--- src/rtl/rxck_pkg.sv ---
package rxck_pkg;
  localparam logic [31:0] CRC_POLY_REFL = 32'hEDB88320;
  localparam logic [31:0] CRC_INIT      = 32'hFFFFFFFF;
  // good-frame residue held in reflected register form (0xC704DD7B bit-reversed)
  localparam logic [31:0] CRC_RESIDUE   = 32'hDEBB20E3;

  function automatic logic [31:0] crc_step(input logic [31:0] c, input logic [7:0] d);
    logic [31:0] r;
    r = c;
    for (int i = 0; i < 8; i++) begin
      if (r[0] ^ d[i]) r = (r >> 1) ^ CRC_POLY_REFL;
      else             r = r >> 1;
    end
    return r;
  endfunction

  function automatic logic [15:0] sat_inc16(input logic [15:0] v);
    return (v == 16'hFFFF) ? v : v + 16'd1;
  endfunction
endpackage

--- src/rtl/rxck_crc.sv ---
module rxck_crc
  import rxck_pkg::*;
(
  input  logic       clk,
  input  logic       rst_n,
  input  logic       byte_vld,
  input  logic       frame_start,
  input  logic [7:0] data,
  output logic       crc_ok
);
  logic [31:0] crc_q;
  logic [31:0] seed;

  assign seed   = frame_start ? CRC_INIT : crc_q;
  assign crc_ok = (crc_q == CRC_RESIDUE);

  always_ff @(posedge clk or negedge rst_n) begin
    if (!rst_n) crc_q <= CRC_INIT;
    else if (byte_vld) crc_q <= crc_step(seed, data);
  end
endmodule

--- config.mk ---
export PLATFORM = sky130hd
export DESIGN_NAME = rxck_crc
export DESIGN_NICKNAME = d
export VERILOG_FILES = /design/src/rtl/rxck_pkg.sv /design/src/rtl/rxck_crc.sv
export SDC_FILE = /design/constraint.sdc
export NUM_CORES = 1
export LEC_CHECK = 0
export ABC_AREA = 1
export BUFFER_PORTS_ARGS = -buffer_cell sky130_fd_sc_hd__buf_2
export CORE_ASPECT_RATIO = 0.8
export CORE_MARGIN = 2
export CORE_UTILIZATION = 60
export DETAILED_ROUTE_END_ITERATION = 8
export GPL_ROUTABILITY_DRIVEN = 0
export MAX_ROUTING_LAYER = met4
export PLACE_DENSITY = 0.78
export SLEW_MARGIN = 25
export SYNTH_ARGS = -nofsm -noshare
export SYNTH_HDL_FRONTEND = slang
export SYNTH_SLANG_ARGS = --single-unit
--- constraint.sdc ---
create_clock -name clk -period 2 [get_ports clk]
set_clock_uncertainty 0.15 [all_clocks]
set_input_delay 0.3 -clock clk [delete_from_list [all_inputs] [get_ports clk]]
set_output_delay 0.3 -clock clk [all_outputs]
set_load 0.01 [all_outputs]
# == Word-level counts from Yosys, hierarchy flattened ==
# Cells that the tools add are included.
# totals
ram_bits,0
latch_bits,0
regBits,32
romBits,0
input_bits,12
out_inout_bits,1
mem_count,0
wordCells,34
# classes
shift,0
bitwise_logic,16
reduce_logical,0
n_eq_ne,1
multipliers,0
addsub,0
order_cmp,0
div_mod_pow,0
mux,16
# ops
operator,count
$mux 32,16
$not 13->14,8
$eq 32x32->1 const B,1
$xor 1x1->1,8

# == Depth between registers and ports, before layout ==
# Gate-level depths: netlist of run 1.
# logic_depth
word_depth,24
ltp_mapped,13
ltp_nobuf,13

# == Worst setup path after synthesis of run 1 ==
# OpenSTA, ideal clock, no wires.
# synth_path
kind,register to output
startpoint,register crc_q[19]
endpoint,output crc_ok
required_time_ns,1.550
n_path_buf,0
path_slack_ns,0.276
arrival_time_ns,1.274
stages_incl_launch_ff,5
path_cell_list,dfstp_2 -> inv_1 -> nor4_1 -> nand2_1 -> nor4_1
# synth_via
elab_chain_cells,1
# synth_lines
item,line_no,text
from (decl),rxck_crc.sv:11,logic [31:0] crc_q;
from (signal assigned),rxck_crc.sv:19,"else if (byte_vld) crc_q <= crc_step(seed, data);"
$eq 32x32->1,rxck_crc.sv:15,assign crc_ok = (crc_q == CRC_RESIDUE);
to (decl),rxck_crc.sv:9,output logic crc_ok
# No other way between the ends.

# == Worst setup path in the final report of run 1 ==
# layout_path
startpoint,register crc_q[7]
endpoint,output crc_ok
# Same word-level chain as after synthesis.

==> impl_metrics.yaml, run 1 <==
global_route:
  grt_overflow_total: 0
  grt_max_degree: 38
  grt_use_total_pct: 31.43
  antenna_found_initial: 0
  grt_pass1_wl_microns: 11730
  grt_pass1_vias: 2371
setup_path:
  critical_path_buf_inv_count: 1
  slowest_delay_ps: 580
  crit_arrival_ps: 1680
  crit_path_end_kind: "output port"
  crit_family: "simple AND/OR/NAND/NOR gates"
  crit_start: "crc_q[7]"
  critical_path_class: "flop to output port"
  crit_path_start_kind: "flop"
  crit_chain: "nand2_1, nor3_1, nand2_1, nor4_4, buf_2"
  reg2reg_slack_ps: 60
  r2r-start: "crc_q[1]"
  cp_data_required_time_ps: 1550
  r2r_cells: 9
  slowest_stage: "dfstp_2"
  cpMostUsedCell: "nand2_1"
  cp_max_fo: 3
  r2r_end: "crc_q[24]"
synth:
  postSynthCellCount: 384
  synth_edf_count: 0
  synth-seq-cells: 32
  synth_top_area_share_pct: 30.66
  yosysMostFrequentCell: "nand2_1"
  synth_ff_type: "dfstp_2"
  seq_area_frac_synth_pct: 30.66
  synth_nets: 396
  avgSynthCellArea_sq_um: 7.142
  yosysTopAreaCell: "dfstp_2"
  async_flop_share_pct: 100.0
  synth.distinct_cells: 35
  synth.cell_area_sq_um: 2743
  ys_top_cells_by_area: "dfstp_2, nand2_1, xor2_1"
  yosys-top-cells-count: "nand2_1, nand3_1, dfstp_2"
  ys_warn_count: 0
floorplanning:
  ios: 13
  core-area_sq_um: 4283
  die_x_microns: 79.59
  start_util_pct: 64.04
  rows: 21
  die_area_sq_um: 5131
  die_h_microns: 64.47
clocking:
  cts-root-buf: "clkbuf_8"
  cts_made_buffers: 5
  htreeDepth: 2
  clk_path_buf_depth: 2
  cts_tree: "done"
  clk_latency_ps: 290
  path_clk_slew_ps: 70
  cts_hold_buf: 0
  cts_sinks: 32
sta:
  maxSlewViolCount: 0
  max_slew_margin_pct: 51.05
  fin_ws_ps: -134.4
  setup_viol: 1
  fmax_mhz: 468.5
  hold_violations: 0
  layout_min_cycle_time_ps: 2134
  tightest_slew_ps: 734.2
  finalCritPeriodShare_pct: 106.7
  rsz0062_at_grt: "yes"
power_and_ir_drop:
  p_int_uw: 2330
  seq_power_share_pct: 34.1
  powerDensity_nw_per_um2: 1423
  leakage_uw: 0.001521
  vdd_drop_max_mv: 0.6689
  switchingPower_uw: 2168
  clockPowerShare_pct: 10.5
  switching_share_pct: 48.20
  pwr-share-comb_pct: 55.4
layout:
  drive_gt1_share_pct: 33.17
  syn_to_final_growth_pct: 15.28
  nNetsFinal: 422
  diodes: 0
  largest_registers: "crc_q (32)"
  final_cells: 467
  largest_register_ffs: 32
  top_register: "crc_q"
  fillers: 311
drt:
  antenna_left: 0
  drtPass1Iterations: 5
  vias: 2592
  vias_per_cell: 5.550
  avgRoutedWirePerCell_microns: 16.46
  drc_errors: 0
  drt_iter0_markers: 317
  routed_wirelength_microns: 7685
placed_design:
  preCtsSetupSlack_ps: 6.722
  dp.cells: 456
  place_hpwl_microns: 5385
  numPortBuffers: 12
run_status:
  failed_checks: "negative setup slack"
  outcome: "finished with violations"
worst_hold_path:
  hold_class: "input port to asynchronous set/reset pin"
job:
  max_cap_viol_count: 0
## metal layers
layer	vias to the layer above	track usage, %	wire (microns)
li1	1251	-	-
met1	1181	42.22	3249
met2	131	48.32	3510
met3	29	5.710	703
met4	0	10.56	222
met5	-	-	0
## stage by stage
| step | setup TNS [ps] | instance area [sq um] | utilization (%) | hold slack (ps) | power, uW |
|---|---|---|---|---|---|
| floorplan | 0 | 2743 | - | 2.164 | 3097 |
| global placement | -4.287 | 2923 | 68.24 | 308.2 | 3669 |
| detailed placement | 0 | 2923 | 68.24 | 308.2 | 3721 |
| CTS | -145.0 | 3033 | 70.82 | 306.0 | 4247 |
| global route | -467.0 | 3162 | 73.82 | 356.1 | 4797 |
| finish | -134.4 | 3162 | 73.82 | 312.0 | 4499 |
## timing repair
action | CTS | global route
buffers inserted | 0 | 4
endpoints found under the setup margin | 1 | 10
resized for setup | 6 | 23
pin swaps | 0 | 16
## cells in the final DEF, fill, tap and decap left out, types with 2 or more instances in the layout
cell type / count
nand2_1: 124
inv_1: 27
nand2_4: 15
clkbuf_8: 5
nor2_2: 5
nor2_1: 26
buf_4: 14
xor2_4: 3
xnor2_1: 8
xor2_2: 3
nand3_1: 30
o21ai_0: 18
buf_2: 12
nand2_2: 19
inv_2: 6
nand4_1: 6
dfstp_2: 32
nor4_4: 2
nand3_2: 4
o21ai_1: 7
nor4_2: 3
xor2_1: 20
nor2_4: 4
## cells by family after synthesis
kind of cell,count (synthesis),synth area share [%]
compound gates,30,6.205
xor+xnor,35,14.05
buf+inv,45,7.162
flops,32,30.66
simple gates,242,41.93
## worst max-delay path by stage
stage                end  slack (ps)  cells past startpoint
3_5_place_dp   crc_q[17]           7                     12
6_report          crc_ok        -130                      5
5_1_grt           crc_ok        -220                      5
3_3_place_gp   crc_q[24]          -3                     10
4_1_cts           crc_ok        -140                      6
2_1_floorplan     crc_ok         280                      4
## worst register-to-register path: cells and delay by family (launching register included)
kind                      cells  cell delay [ps]
DFF                           1              570
buffers and inverters         1               40
and+or+nand+nor               6              490
xor gates and xnor gates      2              650
## final cells by class
cell class	count	area, sq um	area share [%]
well taps	57	71.32	2.256
inverters	36	142.6	4.511
clock buffers	6	72.57	2.295
flip-flops and latches	32	840.8	26.59
repair buffers	28	196.4	6.213
clock inverters	1	5.005	0.1583
multi-input cells	307	1833	57.97
## power groups by stage
stage               combinational, uW  clock, uW  sequential (uW)
floorplan                        1740          0             1360
global route                     2740        504             1550
finish                           2490        472             1540
CTS                              2260        485             1500
detailed placement               2230          0             1490
global placement                 2190          0             1480
No activity file was read; power rests on OpenSTA's default activity.
==> run 2: changes to the inputs <==
PLACE_DENSITY = 0.75   (was 0.78)
==> run 2 against run 1 <==
Compared with the run above: utilization up 1.1 points; sequential power hardly changed; non-clock buffer count rose by 9; count of clock-buffer cells in the layout unchanged; register-to-register slack improved by 40 ps; routed wire length up 0.94%; the run still ends with negative setup slack left; final cell count increased by 2.1%; maximum frequency shrank 1.9%; critical path type unchanged; final area is 1.5% higher; die area is the same; via count rose by 3.8%; setup slack lost 40 ps.
==> impl_metrics.yaml, run 2 (same netlist as run 1, synthesis figures left out) <==
floorplanning:
  ios: 13
  start_util_pct: 64.04
  die_x_microns: 79.59
  die_h_microns: 64.47
  core-area_sq_um: 4283
  die_area_sq_um: 5131
  rows: 21
setup_path:
  crit_chain: "inv_2, nor4_4, buf_4, nand3_1, nor4_2, buf_2"
  crit_arrival_ps: 1720
  cp_data_required_time_ps: 1550
  critical_path_class: "flop to output port"
  crit_path_end_kind: "output port"
  reg2reg_slack_ps: 100
  r2r-start: "crc_q[1]"
  r2r_cells: 7
  crit_path_start_kind: "flop"
  r2r_end: "crc_q[3]"
  cp_max_fo: 2
  slowest_stage: "dfstp_2"
  slowest_delay_ps: 530
power_and_ir_drop:
  switching_share_pct: 46.25
  p_int_uw: 2510
  clockPowerShare_pct: 13.5
  switchingPower_uw: 2160
  pwr-share-comb_pct: 54.0
  leakage_uw: 0.001550
  vdd_drop_max_mv: 0.7884
  seq_power_share_pct: 32.5
  powerDensity_nw_per_um2: 1455
global_route:
  grt_pass1_wl_microns: 12690
  grt_pass1_vias: 2547
  grt_max_degree: 38
  grt_use_total_pct: 33.94
  grt_overflow_total: 0
  antenna_found_initial: 0
sta:
  maxSlewViolCount: 0
  tightest_slew_ps: 739.6
  fmax_mhz: 459.8
  layout_min_cycle_time_ps: 2175
  fin_ws_ps: -174.7
  rsz0062_at_grt: "yes"
  setup_viol: 1
  hold_violations: 0
  setup-tns-final_ps: -174.7
  finalCritPeriodShare_pct: 108.7
  max_slew_margin_pct: 50.69
drt:
  drc_errors: 0
  drtPass1Iterations: 6
  vias: 2690
  routed_wirelength_microns: 7757
  vias_per_cell: 5.639
  drt_iter0_markers: 246
  avgRoutedWirePerCell_microns: 16.26
  antenna_left: 0
layout:
  final_cells: 477
  diodes: 0
  largest_registers: "crc_q (32)"
  drive_gt1_share_pct: 33.10
  largest_register_ffs: 32
  layout_common_cells: "nand2_1, nand3_1, dfstp_2"
  mostFrequentLayoutCell: "nand2_1"
  syn_to_final_growth_pct: 16.97
  nNetsFinal: 431
  top_register: "crc_q"
clocking:
  clk_path_buf_depth: 2
  cts-root-buf: "clkbuf_8"
  cts_sinks: 32
  cts_tree: "done"
  htreeDepth: 2
  cts_made_buffers: 5
  clk_latency_ps: 300
  cts_hold_buf: 0
  path_clk_slew_ps: 70
placed_design:
  numPortBuffers: 12
  place_hpwl_microns: 5602
  dp.cells: 459
job:
  max_cap_viol_count: 0
run_status:
  failed_checks: "negative setup slack"
  outcome: "finished with violations"
worst_hold_path:
  hold_class: "input port to asynchronous set/reset pin"
[run 2: worst max-delay path by stage]
stage / slack [ps] / end / from
2_1_floorplan: 280 / crc_ok / crc_q[19]
3_3_place_gp: 10 / crc_ok / crc_q[25]
3_5_place_dp: -40 / crc_q[13] / frame_start
4_1_cts: -160 / crc_ok / crc_q[25]
5_1_grt: -230 / crc_ok / crc_q[25]
6_report: -170 / crc_ok / crc_q[25]
[run 2: worst max-delay path, delay by kind of cell (launching register included)]
| kind | cells | cell delay (ps) |
|---|---|---|
| flip-flops | 1 | 530 |
| AND/OR/NAND/NOR | 3 | 510 |
| buffers and inverters | 3 | 390 |
[run 2: what timing repair did]
| action | in CTS | in global routing |
|---|---|---|
| setup buffers | 0 | 10 |
| pin swaps | 2 | 7 |
| hold endpoints to repair | 0 | 0 |
| endpoints found under the setup margin | 1 | 13 |
| gates resized for setup | 3 | 13 |
[run 2: per-layer routing]
metal	share of wire (%)	track usage (%)	vias up
met5	0	-	-
met1	45	48.66	1225
met2	42	45.59	153
met4	3.9	16.81	0
li1	-	-	1272
met3	9.1	6.685	40
[run 2: power by group through the flow]
stage,logic (uW),registers (uW),clock network [uW]
after floorplan,1740,1360,0
after global placement,2240,1480,0
after detailed placement,2270,1480,0
after CTS,2290,1490,631
after global routing,2800,1550,655
final,2520,1520,632
[run 2: stage by stage]
| step | hold WS, ps | setup WS, ps | area (sq um) | utilization (%) | total power, uW |
|---|---|---|---|---|---|
| 2_1_floorplan | 2.164 | 276.4 | 2743 | - | 3097 |
| 3_3_place_gp | 309.0 | 9.986 | 2945 | 68.77 | 3723 |
| 3_5_place_dp | 316.4 | -44.92 | 2945 | 68.77 | 3750 |
| 4_1_cts | 318.9 | -161.0 | 3065 | 71.57 | 4406 |
| 5_1_grt | 342.8 | -226.6 | 3208 | 74.91 | 5004 |
| 6_report | 293.4 | -174.7 | 3208 | 74.91 | 4669 |
[run 2: cell type report]
type / count / area [sq um]
clock buffers: 6 / 72.57
multi-input cells: 307 / 1785
inverters: 36 / 142.6
repair buffers: 37 / 260.3
flip-flops and latches: 32 / 840.8
fillers: 345 / 1075
well taps: 57 / 71.32
clock inverters: 2 / 35.03
==> run 3: changes to the inputs <==
CORE_ASPECT_RATIO = not set   (was 0.8)
==> run 3 against run 2 <==
Compared with the run above: register-to-register slack got worse by 60 ps; the run still ends with negative setup slack left; largest power group unchanged; first-iteration DRC count up 38%; global-route usage is 0.74 points lower; final area down 0.78%; highest routed layer unchanged.
==> impl_metrics.yaml, run 3 (same netlist as run 1, synthesis figures left out) <==
drt:
  vias: 2703
  avgRoutedWirePerCell_microns: 16.61
  antenna_left: 0
  vias_per_cell: 5.715
  drtPass1Iterations: 6
  drc_errors: 0
  routed_wirelength_microns: 7858
  drt_iter0_markers: 339
sta:
  finalCritPeriodShare_pct: 106.7
  fin_ws_ps: -134.3
  hold_violations: 0
  rsz0062_at_grt: "yes"
  fmax_mhz: 468.5
  tightest_slew_ps: 730.9
  layout_min_cycle_time_ps: 2134
  maxSlewViolCount: 0
  max_slew_margin_pct: 51.27
  setup-tns-final_ps: -134.3
  setup_viol: 1
placed_design:
  preCtsSetupSlack_ps: -0.7593
  numPortBuffers: 12
  place_hpwl_microns: 5423
  dp.cells: 455
clocking:
  cts_sinks: 32
  htreeDepth: 2
  cts-root-buf: "clkbuf_8"
  path_clk_slew_ps: 70
  cts_made_buffers: 5
  cts_tree: "done"
  clk_latency_ps: 290
  clk_path_buf_depth: 2
power_and_ir_drop:
  powerDensity_nw_per_um2: 1425
  leakage_uw: 0.001542
  vdd_drop_max_mv: 0.6694
setup_path:
  slowest_delay_ps: 580
  cp_data_required_time_ps: 1550
  crit_path_start_kind: "flop"
  crit_chain: "nand2_1, nor4_4, nand3_2, nor4_2, buf_2"
  critical_path_class: "flop to output port"
  crit_arrival_ps: 1680
  slowest_stage: "dfstp_2"
  cp_max_fo: 3
  crit_path_end_kind: "output port"
  r2r_cells: 8
layout:
  syn_to_final_growth_pct: 16.06
  drive_gt1_share_pct: 32.54
  largest_registers: "crc_q (32)"
  diodes: 0
  nNetsFinal: 432
  top_register: "crc_q"
  mostFrequentLayoutCell: "nand2_1"
  largest_register_ffs: 32
  layout_common_cells: "nand2_1, nand3_1, dfstp_2"
  final_cells: 473
global_route:
  grt_max_degree: 38
  grt_use_total_pct: 33.20
  grt_overflow_total: 0
  antenna_found_initial: 0
  grt_pass1_vias: 2525
  grt_pass1_wl_microns: 12410
floorplanning:
  rows: 24
  die_h_microns: 71.61
  ios: 13
  core-area_sq_um: 4384
  start_util_pct: 62.56
  die_x_microns: 71.61
  die_area_sq_um: 5128
job:
  max_cap_viol_count: 0
worst_hold_path:
  hold_class: "input port to asynchronous set/reset pin"
run_status:
  outcome: "finished with violations"
  failed_checks: "negative setup slack"
run 3: cell types whose count changed in the layout (fill, tap and decap cells not counted), moves of 2 or more:
cell,change
xor2_1,+3
nand2_2,-2
nor4_2,+2
xor2_2,-3
nand2_1,+2
nor4_1,-2
run 3: what timing repair did:
action	in CTS	in global routing
hold buffers	0	0
gates resized for setup	7	6
setup buffers	0	10
pin swaps	1	7
setup endpoints to repair	1	10
run 3: worst paths after layout:
path	from	endpoint	slack, ps
setup / recovery	crc_q[1]	crc_ok	-130
hold / removal	rst_n	crc_q[6]	300
setup reg to reg	crc_q[1]	crc_q[23]	40
hold reg to reg	crc_q[21]	crc_q[21]	320
max in group asynchronous	rst_n	crc_q[24]	1360
min in group clk	crc_q[21]	crc_q[21]	320
run 3: per-layer routing:
layer | global-route usage (%) | wire length (microns)
met5 | - | 0
met1 | 44.28 | 3403
met3 | 5.204 | 554
met2 | 50.62 | 3645
met4 | 13.84 | 255
run 3: critical path, delay by kind of cell (launching register included):
kind / cells / cell delay [ps]
buf+inv: 1 / 180
flops: 1 / 580
simple gates: 4 / 640
run 3: cell type report:
type,count,area [sq um]
inverters,36,142.6
well taps,52,65.06
flip-flops and latches,32,840.8
multi-input cells,307,1777
clock buffers,8,90.09
fillers,345,1201
repair buffers,38,267.8
run 3: through the flow:
| stage | hold slack, ps | area (sq um) | util (%) | total power [uW] |
|---|---|---|---|---|
| CTS | 311.6 | 3073 | 70.09 | 4352 |
| global placement | 310.0 | 2947 | 67.21 | 3701 |
| global route | 340.9 | 3183 | 72.60 | 4869 |
| finish | 299.7 | 3183 | 72.60 | 4536 |
| detailed placement | 310.1 | 2947 | 67.21 | 3753 |
| floorplan | 2.164 | 2743 | - | 3097 |
run 3: where the power goes:
part / internal [uW] / leakage [uW] / switching [uW]
clock network: 281 / 0.0000455 / 248
logic: 936 / 0.00116 / 1550
registers: 1180 / 0.000336 / 347
